==> src/rtl/srx_pkg.sv <==
package srx_pkg;
  typedef enum logic [2:0] {
    ST_IDLE,
    ST_DATA,
    ST_PARITY,
    ST_STOP1,
    ST_STOP2
  } rxState_t;

  typedef struct packed {
    logic startFrame;
    logic shiftBit;
    logic takeParity;
    logic emit;
  } rxCtrl_t;
endpackage

==> src/rtl/srx_datapath.sv <==
module srx_datapath
  import srx_pkg::*;
#(
  parameter int DATA_MAX    = 9,
  parameter int SYNC_STAGES = 2,
  localparam int CNT_W      = $clog2(DATA_MAX + 1)
) (
  input  logic                clk,
  input  logic                rstN,
  input  logic                serClkIn,
  input  logic                serDataIn,
  input  logic                cfgPolarity,
  input  logic [CNT_W-1:0]    cfgDataBits,
  input  logic [1:0]          cfgParity,
  input  rxCtrl_t             ctrl,
  output logic                sampleEdge,
  output logic                sampleBit,
  output logic [DATA_MAX-1:0] rxData,
  output logic                rxValid,
  output logic                rxParityErr,
  output logic                rxFrameErr
);
  logic [SYNC_STAGES-1:0] clkSync, dataSync;
  logic clkPrev, clkRise, clkFall;
  logic [DATA_MAX-1:0] shiftReg;
  logic parAcc;
  logic [CNT_W-1:0] alignShift;

  // clock and data share the same synchronizer depth so they stay aligned
  always_ff @(posedge clk) begin
    if (!rstN) begin
      clkSync  <= '0;
      dataSync <= '1;
      clkPrev  <= 1'b0;
    end else begin
      clkSync  <= {clkSync[SYNC_STAGES-2:0], serClkIn};
      dataSync <= {dataSync[SYNC_STAGES-2:0], serDataIn};
      clkPrev  <= clkSync[SYNC_STAGES-1];
    end
  end

  assign clkRise    = clkSync[SYNC_STAGES-1] & ~clkPrev;
  assign clkFall    = ~clkSync[SYNC_STAGES-1] & clkPrev;
  assign sampleEdge = cfgPolarity ? clkRise : clkFall;
  assign sampleBit  = dataSync[SYNC_STAGES-1];
  assign alignShift = CNT_W'(DATA_MAX) - cfgDataBits;

  always_ff @(posedge clk) begin
    if (!rstN) begin
      shiftReg <= '0;
      parAcc   <= 1'b0;
    end else if (ctrl.startFrame) begin
      shiftReg <= '0;
      parAcc   <= 1'b0;
    end else if (ctrl.shiftBit) begin
      shiftReg <= {sampleBit, shiftReg[DATA_MAX-1:1]};
      parAcc   <= parAcc ^ sampleBit;
    end else if (ctrl.takeParity) begin
      parAcc   <= parAcc ^ sampleBit;
    end
  end

  always_ff @(posedge clk) begin
    if (!rstN) begin
      rxData      <= '0;
      rxValid     <= 1'b0;
      rxParityErr <= 1'b0;
      rxFrameErr  <= 1'b0;
    end else if (ctrl.emit) begin
      rxData      <= shiftReg >> alignShift;
      rxValid     <= 1'b1;
      rxParityErr <= cfgParity[1] & (parAcc ^ cfgParity[0]);
      rxFrameErr  <= ~sampleBit;
    end else begin
      rxValid     <= 1'b0;
      rxParityErr <= 1'b0;
      rxFrameErr  <= 1'b0;
    end
  end

  p_valid_pulse_r9: assert property (@(posedge clk) disable iff (!rstN)
    rxValid |=> !rxValid);
  p_flags_with_valid_r9: assert property (@(posedge clk) disable iff (!rstN)
    (rxParityErr || rxFrameErr) |-> rxValid);
  p_upper_zero_r4: assert property (@(posedge clk) disable iff (!rstN)
    rxValid |-> ((rxData >> cfgDataBits) == '0));
endmodule

==> src/rtl/srx_control.sv <==
module srx_control
  import srx_pkg::*;
#(
  parameter int DATA_MAX = 9,
  localparam int CNT_W   = $clog2(DATA_MAX + 1)
) (
  input  logic             clk,
  input  logic             rstN,
  input  logic             sampleEdge,
  input  logic             sampleBit,
  input  logic [CNT_W-1:0] cfgDataBits,
  input  logic [1:0]       cfgParity,
  input  logic             cfgTwoStop,
  output rxCtrl_t          ctrl
);
  rxState_t state, stateNext;
  logic [CNT_W-1:0] bitCnt, bitCntNext;

  always_comb begin
    ctrl       = '0;
    stateNext  = state;
    bitCntNext = bitCnt;
    if (sampleEdge) begin
      case (state)
        ST_IDLE: if (!sampleBit) begin
          ctrl.startFrame = 1'b1;
          stateNext       = ST_DATA;
          bitCntNext      = '0;
        end
        ST_DATA: begin
          ctrl.shiftBit = 1'b1;
          if (bitCnt == cfgDataBits - CNT_W'(1))
            stateNext = cfgParity[1] ? ST_PARITY : ST_STOP1;
          else
            bitCntNext = bitCnt + CNT_W'(1);
        end
        ST_PARITY: begin
          ctrl.takeParity = 1'b1;
          stateNext       = ST_STOP1;
        end
        ST_STOP1: begin
          ctrl.emit = 1'b1;
          stateNext = cfgTwoStop ? ST_STOP2 : ST_IDLE;
        end
        ST_STOP2: stateNext = ST_IDLE;
        default:  stateNext = ST_IDLE;
      endcase
    end
  end

  always_ff @(posedge clk) begin
    if (!rstN) begin
      state  <= ST_IDLE;
      bitCnt <= '0;
    end else begin
      state  <= stateNext;
      bitCnt <= bitCntNext;
    end
  end

  p_idle_hold_r1: assert property (@(posedge clk) disable iff (!rstN)
    (state == ST_IDLE && !(sampleEdge && !sampleBit)) |=> state == ST_IDLE);
  p_parity_state_r5: assert property (@(posedge clk) disable iff (!rstN)
    (state == ST_PARITY) |-> cfgParity[1]);
  p_stop2_exit_r8: assert property (@(posedge clk) disable iff (!rstN)
    (state == ST_STOP2 && sampleEdge) |=> state == ST_IDLE);
endmodule

==> src/rtl/sync_slave_rx.sv <==
module sync_slave_rx
  import srx_pkg::*;
#(
  parameter int DATA_MAX    = 9,
  parameter int SYNC_STAGES = 2,
  localparam int CNT_W      = $clog2(DATA_MAX + 1)
) (
  input  logic                clk,
  input  logic                rstN,
  input  logic                serClkIn,
  input  logic                serDataIn,
  input  logic                cfgPolarity,
  input  logic [CNT_W-1:0]    cfgDataBits,
  input  logic [1:0]          cfgParity,
  input  logic                cfgTwoStop,
  output logic [DATA_MAX-1:0] rxData,
  output logic                rxValid,
  output logic                rxParityErr,
  output logic                rxFrameErr
);
  rxCtrl_t ctrl;
  logic sampleEdge, sampleBit;

  srx_control #(.DATA_MAX(DATA_MAX)) uControl (
    .clk(clk), .rstN(rstN), .sampleEdge(sampleEdge), .sampleBit(sampleBit),
    .cfgDataBits(cfgDataBits), .cfgParity(cfgParity), .cfgTwoStop(cfgTwoStop),
    .ctrl(ctrl)
  );

  srx_datapath #(.DATA_MAX(DATA_MAX), .SYNC_STAGES(SYNC_STAGES)) uDatapath (
    .clk(clk), .rstN(rstN), .serClkIn(serClkIn), .serDataIn(serDataIn),
    .cfgPolarity(cfgPolarity), .cfgDataBits(cfgDataBits), .cfgParity(cfgParity),
    .ctrl(ctrl), .sampleEdge(sampleEdge), .sampleBit(sampleBit),
    .rxData(rxData), .rxValid(rxValid), .rxParityErr(rxParityErr),
    .rxFrameErr(rxFrameErr)
  );
endmodule

==> config.mk <==
export PLATFORM = sky130hd
export DESIGN_NAME = sync_slave_rx
export DESIGN_NICKNAME = d
export VERILOG_FILES = /design/src/rtl/srx_pkg.sv /design/src/rtl/srx_datapath.sv /design/src/rtl/srx_control.sv /design/src/rtl/sync_slave_rx.sv
export SDC_FILE = /design/constraint.sdc
export NUM_CORES = 1
export LEC_CHECK = 0
export ABC_AREA = 1
export ABC_CLOCK_PERIOD_IN_PS = 4500
export BUFFER_PORTS_ARGS = -buffer_cell sky130_fd_sc_hd__buf_2
export CAP_MARGIN = 30
export CORE_UTILIZATION = 45
export DETAILED_ROUTE_END_ITERATION = 10
export PLACE_DENSITY = 0.63
export SLEW_MARGIN = 20
export SYNTH_ARGS = -nofsm -noshare
export SYNTH_HDL_FRONTEND = slang
export SYNTH_SLANG_ARGS = --single-unit
==> constraint.sdc <==
create_clock -name clk -period 4.5 [get_ports clk]
set_input_delay 0.9 -clock clk [delete_from_list [all_inputs] [get_ports clk]]
set_output_delay 0.9 -clock clk [all_outputs]
set_load 0.02 [all_outputs]
==> out/results.ini, run 1 <==
[min_path]
hold_path_end=uDatapath.clkSync[1]
hold_class=reg -> reg
min-delay-start=uDatapath.clkSync[0]
holdPathStages=2

[floorplanning]
io_pins=24
die_area_um2=4270
initial_utilization_pct=48.2
num_rows=22
die_w_um=65.3
fp.dieH_um=65.3
core_um2=3740

[setup_path]
arrival_ns=2.39
cp-start-kind=primary input
path_max_fanout=13
r2r_cells=6
path_cells=buf_2 > inv_1 > ha_1 > xor2_1 > nand2_1 > nor2_2 > nand2_1 > nand2_1 > nand3_1 > nand2_1 > nor2_1
r2r_slack_ns=2.99
worstPathRequired_ns=4.68
slowest_delay_ns=0.31
crit_top_cell=nand2_1
r2r_start=uControl.state[0]
end_kind=flop
r2r-end=uDatapath.rxData[4]
worstSetupPathType=in -> reg
slowest_stage=ha_1

[routing]
routed-wl-met3_um=110
drcViolationCount=0
drt_pass1_iterations=4
wl_um=3660
highest_layer=met4
vias=1617
wl_met2_um=1680
viasPerCell=4.89
avgRoutedWirePerCell_um=11.1
ant_nets=0
drt-initial-drc-count=101
met1Wirelength_um=1810

[layout]
utilization_pct=53.9
layout-drive-gt1-share_pct=19.4
final_nets=298
final_cell_mix=83 x nand2_1, 34 x dfxtp_1, 24 x inv_1
stdcell_count=331
fillers=399
syn_to_final_growth_pct=11.9
fin_area_um2=2020
layout.cells.most_common=nand2_1
diodes=0

[pwr]
p_comb_share_pct=8.6
switching_share_pct=25.7
seqPwrFrac_pct=50.9
p_sw_w=0.000153
leakagePower_nw=0.946
p_per_area_nw_per_um2=296
pwr-share-clk_pct=40.5
vdd_drop_max_mv=0.169
p_int_w=0.000444
power_w=0.000597

[clock_network]
cts-root-buf=clkbuf_8
cts_hold_buf=0
cts.repair.resized=0
cts_setup_buffers=0
numCtsBuffers=5
clk_pin_slew_ns=0.07
clkSinkCount=34
clockBufferDepth=2
insertion_delay_ns=0.29
cts_tree=done
htree_levels=2

[sta]
min_period_ns=2.21
relSlewSlack_pct=72.6
grt_setup_unrepaired=false
fin_tns_setup_ns=0
final_max_slew_viol_count=0
period_share_pct=49.1
skew_ns=0.00490
hold_violations=0
tightest_slew_ns=0.410
max_freq_ghz=0.453
setup_violations=0

[synthesis]
ys_warn_count=0
synth_top_family_by_area=simple AND/OR/NAND/NOR gates
synth-xor-area-share_pct=2.43
synthMuxAreaShare_pct=0
syn_area_um2=1800
synthSimpleGateAreaFrac_pct=33.8
synth_fa_ha_area_share_pct=2.77
synth_compound_area_share_pct=13.8
syn_avg_cell_area_um2=6.97
synth_seq_area_share_pct=37.7
synth_edf_count=0
synth-seq-cells=34
synth-main-ff-cell=dfxtp_1
ys_types=32
synthArstFlopShare_pct=0
syn-instance-count=259
syn_nets=275

[placed_design]
dp_hpwl_um=2720
post-place-cells=323
io_buffers=23
dpl-instance-area_um2=1920
gp_congestion=0.889

[run_status]
status=complete, no violations

[grt]
antenna_found_initial=0
grt_usage_pct=19.4
grt_max_degree=15
grt_pass1_wl_um=6330
overflow=0
grt_pass1_vias=1456

[job]
max_cap_viol_count=0

==> per-layer routing <==
metal	global-route usage (%)	vias to the layer above
li1	-	875
met1	24.0	714
met2	31.8	23
met3	5.21	5
met4	7.34	0
met5	0	-
==> power groups by stage <==
| stage | clock network [W] | registers (W) | logic (W) |
|---|---|---|---|
| 3_3_place_gp | 0 | 0.000311 | 0.0000518 |
| 3_5_place_dp | 0 | 0.000311 | 0.0000515 |
| 2_1_floorplan | 0 | 0.000311 | 0.0000413 |
| 5_1_grt | 0.000262 | 0.000304 | 0.0000586 |
| 4_1_cts | 0.000248 | 0.000304 | 0.0000517 |
| 6_report | 0.000242 | 0.000304 | 0.0000512 |
==> critical path: cells and delay by family <==
kind | cells | cell delay [ns]
xor gates and xnor gates | 1 | 0.13
adders and majority gates | 1 | 0.31
buffers and inverters | 2 | 0.44
and+or+nand+nor | 7 | 0.62
==> cell families after synthesis <==
| kind of cell | Yosys count |
|---|---|
| flip-flops | 34 |
| adder cells (fa/ha/maj) | 4 |
| AND/OR/NAND/NOR | 137 |
| buffers and inverters | 36 |
| AO/OA/AOI/OAI | 43 |
| XOR/XNOR | 5 |
==> Yosys cell counts, types with 2 or more instances <==
cell,n,area [µm²]
or2_2,6,37.5
dfxtp_1,34,681
o211ai_1,5,37.5
nand2_2,3,18.8
nor2_1,17,63.8
nand2_1,83,312
inv_2,2,7.51
a21oi_1,21,105
ha_1,4,50.1
o21ai_1,2,10.0
inv_1,24,90.1
xor2_1,4,35.0
nor2_2,5,31.3
o21ai_0,8,40.0
nand3_1,17,85.1
buf_6,3,33.8
a211oi_1,4,30.0
nand3_2,2,20.0
buf_2,2,10.0
==> worst max-delay path by stage <==
stage                               from            endpoint
after floorplan           cfgDataBits[1]   uControl.state[0]
after global placement    cfgDataBits[1]   uControl.state[0]
after detailed placement  cfgDataBits[1]  uControl.bitCnt[3]
after CTS                 cfgDataBits[1]  uControl.bitCnt[3]
after global routing      cfgDataBits[1]   uControl.state[0]
final                     cfgDataBits[1]   uControl.state[0]
==> metrics by stage <==
step	setup WS [ns]	hold slack, ns
after detailed placement	2.02	0.402
after global placement	2.03	0.393
after CTS	2.32	0.420
after floorplan	2.19	0.390
final	2.29	0.413
after global routing	2.16	0.438
==> state kept, by name (all words and copies together) (netlist names), 2 cells and up <==
name / cells
uDatapath.rxData: 9
uDatapath.shiftReg: 9
uControl.bitCnt: 4
uControl.state: 3
uDatapath.clkSync: 2
uDatapath.dataSync: 2
==> final cells by class <==
cell class | instances | area (µm²) | area share [%]
clock inverters | 2 | 12.5 | 0.620
clock buffers | 6 | 82.6 | 4.09
multi-input cells | 189 | 953 | 47.2
repair buffers | 23 | 115 | 5.70
well taps | 48 | 60.1 | 2.97
flip-flops and latches | 34 | 681 | 33.7
inverters | 29 | 115 | 5.70
Note: power is estimated with default switching activity, not from simulation.
==> run 2, diff against run 1 <==
- ABC_CLOCK_PERIOD_IN_PS: 4500 -> 2300
- clock period: 4.5 -> 2.3 ns (I/O delays scaled with it)
==> run 2 against run 1 <==
Via count down 1.9%. Sequential share of layout area down 0.53 points. Combinational power up 100%. Sequential cell count unchanged. Clock skew about the same. Utilization up 0.87 points. Critical path depth unchanged. Wire length down 0.85%. First-iteration DRC count up 0.99%. Critical path type unchanged.
==> out/results.ini, run 2 (synthesis gave the netlist of run 1 again) <==
[sta]
tightest_slew_ns=0.424  ; was 0.410 ns
fin_ws_ns=0.731  ; was 2.29 ns
min_period_ns=1.57
period_share_pct=68.2
hold_violations=0  ; unchanged
relSlewSlack_pct=71.7  ; was 72.6%
max_freq_ghz=0.637
grt_setup_unrepaired=false  ; unchanged
skew_ns=0.00524  ; was 0.00490 ns
final_max_slew_viol_count=0  ; unchanged
fin_tns_setup_ns=0  ; unchanged
setup_violations=0  ; unchanged

[grt]
overflow=0  ; unchanged
grt_pass1_wl_um=6380  ; was 6330 µm
use_met3_pct=4.69  ; was 5.21%
grt_max_degree=15  ; unchanged
grt_pass1_vias=1448  ; was 1,456
top_usage_layer=met2  ; unchanged
grt_usage_pct=19.3  ; was 19.4%
use_met2_pct=31.4  ; was 31.8%
grtUsageMet1_pct=25.3  ; was 24.0%
antenna_found_initial=0  ; unchanged

[routing]
drcViolationCount=0  ; unchanged
vias=1586  ; was 1,617
avgRoutedWirePerCell_um=10.9  ; was 11.1 µm
ant_nets=0  ; unchanged
viasPerCell=4.78  ; was 4.89
drt-initial-drc-count=102  ; was 101
drt_pass1_iterations=4  ; unchanged
wl_um=3630  ; was 3660 µm

[layout]
fin_area_um2=2050  ; was 2020 µm²
syn_to_final_growth_pct=13.7  ; was 11.9%
layout.cells.most_common=nand2_1  ; unchanged
final_nets=300  ; was 298
layout-drive-gt1-share_pct=19.7  ; was 19.4%
final_cell_mix=83 x nand2_1, 34 x dfxtp_1, 24 x inv_1  ; unchanged
diodes=0  ; unchanged
biggestRegsByFlops=uDatapath.rxData (9), uDatapath.shiftReg (9), uControl.bitCnt (4)  ; unchanged

[clock_network]
clkSinkCount=34  ; unchanged
cts_tree=done  ; unchanged
htree_levels=2  ; unchanged
cts_setup_buffers=0  ; unchanged
cts_hold_buf=0  ; unchanged
insertion_delay_ns=0.27  ; was 0.29 ns
clk_pin_slew_ns=0.07  ; about the same
cts.repair.resized=0  ; unchanged
numCtsBuffers=5  ; unchanged
cts-root-buf=clkbuf_8  ; unchanged
clockBufferDepth=2  ; unchanged

[pwr]
p_per_area_nw_per_um2=610  ; was 296 nW/µm²
leakagePower_nw=0.965  ; was 0.946 nW
vdd_drop_max_mv=0.333  ; was 0.169 mV

[min_path]
min-delay-start=serClkIn  ; was uDatapath.clkSync[0]
hold_class=in -> reg  ; was reg -> reg

[floorplanning]
die_w_um=65.3  ; unchanged
initial_utilization_pct=48.2  ; unchanged
core_um2=3740  ; unchanged
io_pins=24  ; unchanged
die_area_um2=4270  ; unchanged
fp.dieH_um=65.3  ; unchanged
num_rows=22  ; unchanged

[setup_path]
crit_top_cell=nand2_1  ; unchanged
slowest_delay_ns=0.30  ; was 0.31 ns
r2r_cells=6  ; unchanged
r2r_start=uControl.state[0]  ; unchanged
cp-start-kind=primary input  ; unchanged
slowest_stage=ha_1  ; unchanged
path_cells=buf_2 > inv_1 > ha_1 > xor2_1 > nand2_1 > nor2_2 > nand2_1 > nand2_1 > nand3_1 > nand2_1 > nor2_1  ; unchanged
worstSetupPathType=in -> reg  ; unchanged
cp-startpoint=cfgDataBits[0]  ; was cfgDataBits[1]
end_kind=flop  ; unchanged
crit_end=uControl.state[0]  ; unchanged
r2r_slack_ns=0.80  ; was 2.99 ns
path_max_fanout=11  ; was 13
worstPathRequired_ns=2.47  ; was 4.68 ns
arrival_ns=1.74  ; was 2.39 ns
r2r-end=uDatapath.rxData[3]  ; was uDatapath.rxData[4]

[placed_design]
io_buffers=23  ; unchanged
dp_slack_ns=0.439  ; was 2.02 ns
gp_congestion=0.873  ; was 0.889
dpl-instance-area_um2=1940  ; was 1920 µm²
dp_hpwl_um=2730  ; was 2720 µm

[job]
max_cap_viol_count=0  ; unchanged

[run_status]
status=complete, no violations  ; unchanged

-- run 2: cell count changes in the layout (fill, tap and decap cells not counted), sizes merged --
cell,before,now
bufinv,0,1
buf,23,25
clkinvlp,1,0
clkinv,3,2
-- run 2: stage by stage --
stage	utilization [%]	hold slack [ns]	std cells	power [W]
after CTS	54.8	0.356	332	0.00127
after global routing	54.8	0.350	332	0.00131
after floorplan	-	0.390	259	0.000689
final	54.8	0.362	332	0.00125
after global placement	51.8	0.394	325	0.000713
after detailed placement	51.8	0.398	325	0.000714
-- run 2: critical path, delay by kind of cell --
| kind | cells | cell delay (ns) |
|---|---|---|
| fa+ha+maj | 1 | 0.30 |
| xor+xnor | 1 | 0.13 |
| buf+inv | 2 | 0.26 |
| simple gates | 7 | 0.59 |
-- run 2: worst min path at each step --
stage / to / slack, ns / depth (start not counted)
after floorplan: uDatapath.clkSync[1] / 0.39 / 2
after global placement: uDatapath.clkSync[1] / 0.39 / 2
after detailed placement: uDatapath.dataSync[1] / 0.40 / 1
after CTS: uDatapath.clkSync[0] / 0.36 / 3
after global routing: uDatapath.clkSync[0] / 0.35 / 3
final: uDatapath.clkSync[0] / 0.36 / 3
-- run 2: power breakdown --
part,switching (W),internal (W),leakage [nW]
sequential,0.00000251,0.000593,0.275
combinational,0.0000670,0.0000374,0.633
clock,0.000205,0.000347,0.0573
total,0.000274,0.000977,0.965
-- run 2: routing by layer --
metal	vias up	wire, µm
met5	-	0
met4	0	25
met3	2	118
met2	24	1740
met1	685	1740
li1	875	-
-- run 2: layout make-up --
class | count | area, µm²
sequential | 34 | 681
clock inverter | 1 | 30.0
multi-input combinational | 189 | 953
tap | 48 | 60.1
timing repair buffer | 25 | 130
fill | 398 | 1690
inverter | 29 | 115
clock buffer | 6 | 82.6
==> run 3, diff against run 2 <==
- ABC_CLOCK_PERIOD_IN_PS: 2300 -> 1300
- PLACE_DENSITY: 0.63 -> 0.65
- clock period: 2.3 -> 1.3 ns (I/O delays scaled with it)
==> run 3 against run 2 <==
The flow now finishes with violations (setup timing). Utilization up 7.0 points. Hold slack worse by 0.20 ns. Non-clock buffer count grew 23. Via count up 7.7%. Critical path type is now reg -> reg. Largest power group unchanged.
==> out/results.ini, run 3 (synthesis gave the netlist of run 1 again) <==
[layout]
layout.cells.most_common=nand2_1  ; unchanged
final_cell_mix=77 x nand2_1, 33 x dfxtp_1, 23 x buf_2, 23 x buf_4, 22 x inv_1  ; was 83 x nand2_1, 34 x dfxtp_1, 24 x inv_1
fin_area_um2=2310  ; was 2050 µm²
biggestRegsByFlops=uDatapath.rxData (9), uDatapath.shiftReg (9), uControl.bitCnt (4)  ; unchanged
diodes=0  ; unchanged
syn_to_final_growth_pct=28.2  ; was 13.7%
utilization_pct=61.8  ; was 54.8%
fillers=361  ; was 398
layout-drive-gt1-share_pct=31.5  ; was 19.7%
final_nets=324  ; was 300

[pwr]
vdd_drop_max_mv=0.432  ; was 0.333 mV
leakagePower_nw=1.07  ; was 0.965 nW
p_per_area_nw_per_um2=862  ; was 610 nW/µm²

[floorplanning]
initial_utilization_pct=48.2  ; unchanged
fp.dieH_um=65.3  ; unchanged
io_pins=24  ; unchanged
num_rows=22  ; unchanged
die_w_um=65.3  ; unchanged
die_area_um2=4270  ; unchanged
core_um2=3740  ; unchanged

[setup_path]
path_max_fanout=5  ; was 11
slowest_stage=dfxtp_1  ; was ha_1
crit_top_cell=nand2_1  ; unchanged
cp-start-kind=flop  ; was primary input
worstPathRequired_ns=1.51  ; was 2.47 ns
slowest_delay_ns=0.30  ; about the same
end_kind=flop  ; unchanged
path_cells=inv_1 > nor2_1 > nand2_1 > nand2_4 > nand3_4 > nor3_4 > nand2_1 > a21oi_2  ; was buf_2 > inv_1 > ha_1 > xor2_1 > nand2_1 > nor2_2 > nand2_1 > nand2_1 > nand3_1 > nand2_1 > nor2_1
worstSetupPathType=reg -> reg  ; was in -> reg
arrival_ns=1.56  ; was 1.74 ns

[placed_design]
dpl-instance-area_um2=2110  ; was 1940 µm²
dp_slack_ns=-0.181  ; was 0.439 ns
io_buffers=23  ; unchanged
dp_hpwl_um=2930  ; was 2730 µm
gp_congestion=0.869  ; was 0.873

[routing]
drt-initial-drc-count=82  ; was 102
avgRoutedWirePerCell_um=11.3  ; was 10.9 µm
drcViolationCount=0  ; unchanged
vias=1708  ; was 1,586
ant_nets=0  ; unchanged
wl_um=4030  ; was 3630 µm
drt_pass1_iterations=4  ; unchanged
viasPerCell=4.80  ; was 4.78

[sta]
hold_violations=0  ; unchanged
final_max_slew_viol_count=0  ; unchanged
skew_ns=0.00297  ; was 0.00524 ns
relSlewSlack_pct=77.6  ; was 71.7%
setup_violations=5  ; was 0
tightest_slew_ns=0.333  ; was 0.424 ns
min_period_ns=1.34
grt_setup_unrepaired=true  ; was false
period_share_pct=103
max_freq_ghz=0.744
fin_ws_ns=-0.0434  ; was 0.731 ns

[run_status]
violations=setup timing
status=complete, but fails checks  ; was complete, no violations

[grt]
overflow=0  ; unchanged
antenna_found_initial=0  ; unchanged
grt_pass1_vias=1499  ; was 1,448
grt_max_degree=13  ; was 15
grt_pass1_wl_um=6660  ; was 6380 µm
grt_usage_pct=20.5  ; was 19.3%

[clock_network]
htree_levels=2  ; unchanged
insertion_delay_ns=0.28  ; was 0.27 ns
cts_hold_buf=0  ; unchanged
numCtsBuffers=5  ; unchanged
clkSinkCount=34  ; unchanged
cts_tree=done  ; unchanged
clk_pin_slew_ns=0.06  ; was 0.07 ns
clockBufferDepth=2  ; unchanged
cts-root-buf=clkbuf_8  ; unchanged

[job]
max_cap_viol_count=0  ; unchanged

[min_path]
hold_class=in -> reg  ; unchanged

==> run 3: changes by cell type in the layout (fill, tap and decap cells not counted), moves of 3 or more <==
cell	delta
nand2_1	-6
a21oi_2	+3
nand2_2	+3
a21oi_1	-3
buf_4	+21
==> run 3: critical path: cells and delay by family (launching register included) <==
kind | cells | cell delay [ns]
simple gates | 6 | 0.79
compound gates | 1 | 0.13
buf+inv | 1 | 0.04
flops | 1 | 0.30
==> run 3: repair_timing <==
| action | 4_1_cts | 5_1_grt |
|---|---|---|
| pin swaps | 0 | 4 |
| gates cloned | 0 | 1 |
| buffers inserted | 1 | 3 |
| gates resized for setup | 6 | 20 |
| endpoints found under the setup margin | 12 | 27 |
==> run 3: final timing paths <==
check                   startpoint               endpoint  slack (ns)  depth (start not counted)
max              uDatapath.clkPrev    uDatapath.rxData[8]       -0.04                          8
min                       serClkIn   uDatapath.clkSync[0]        0.16                          3
max reg2reg      uDatapath.clkPrev    uDatapath.rxData[8]       -0.04                          8
min reg2reg  uDatapath.dataSync[0]  uDatapath.dataSync[1]        0.42                          1
==> run 3: cell type report <==
class	count	area (µm²)	area share, %
Timing Repair inverter	1	6.26	0.270
Timing Repair Buffer	48	310	13.4
Inverter	29	119	5.14
Multi-Input combinational cell	189	1060	45.8
Sequential cell	34	682	29.5
Clock buffer	7	76.3	3.30
Tap cell	48	60.1	2.60
==> run 3: layer usage <==
layer | up-vias | global-route usage [%] | routed length, µm
li1 | 924 | - | -
met1 | 740 | 28.3 | 2040
met2 | 40 | 30.7 | 1810
met3 | 4 | 5.21 | 152
met4 | 0 | 7.34 | 34
met5 | - | 0 | 0
==> run 3: where the power goes <==
group	internal [W]	leakage, nW	total, W	switching, W
Sequential	0.00105	0.275	0.00105	0.00000456
Combinational	0.0000928	0.761	0.000230	0.000137
Clock	0.000368	0.0383	0.000710	0.000342
Total	0.00151	1.07	0.00199	0.000484
==> run 3: metrics by stage <==
stage,instances,setup TNS (ns),hold slack (ns),total power [W]
3_3_place_gp,345,-1.98,0.394,0.00129
3_5_place_dp,345,-2.20,0.402,0.00129
2_1_floorplan,259,-2.03,0.352,0.00123
4_1_cts,353,0,0.159,0.00201
6_report,356,-0.144,0.159,0.00199
5_1_grt,356,-1.52,0.159,0.00211
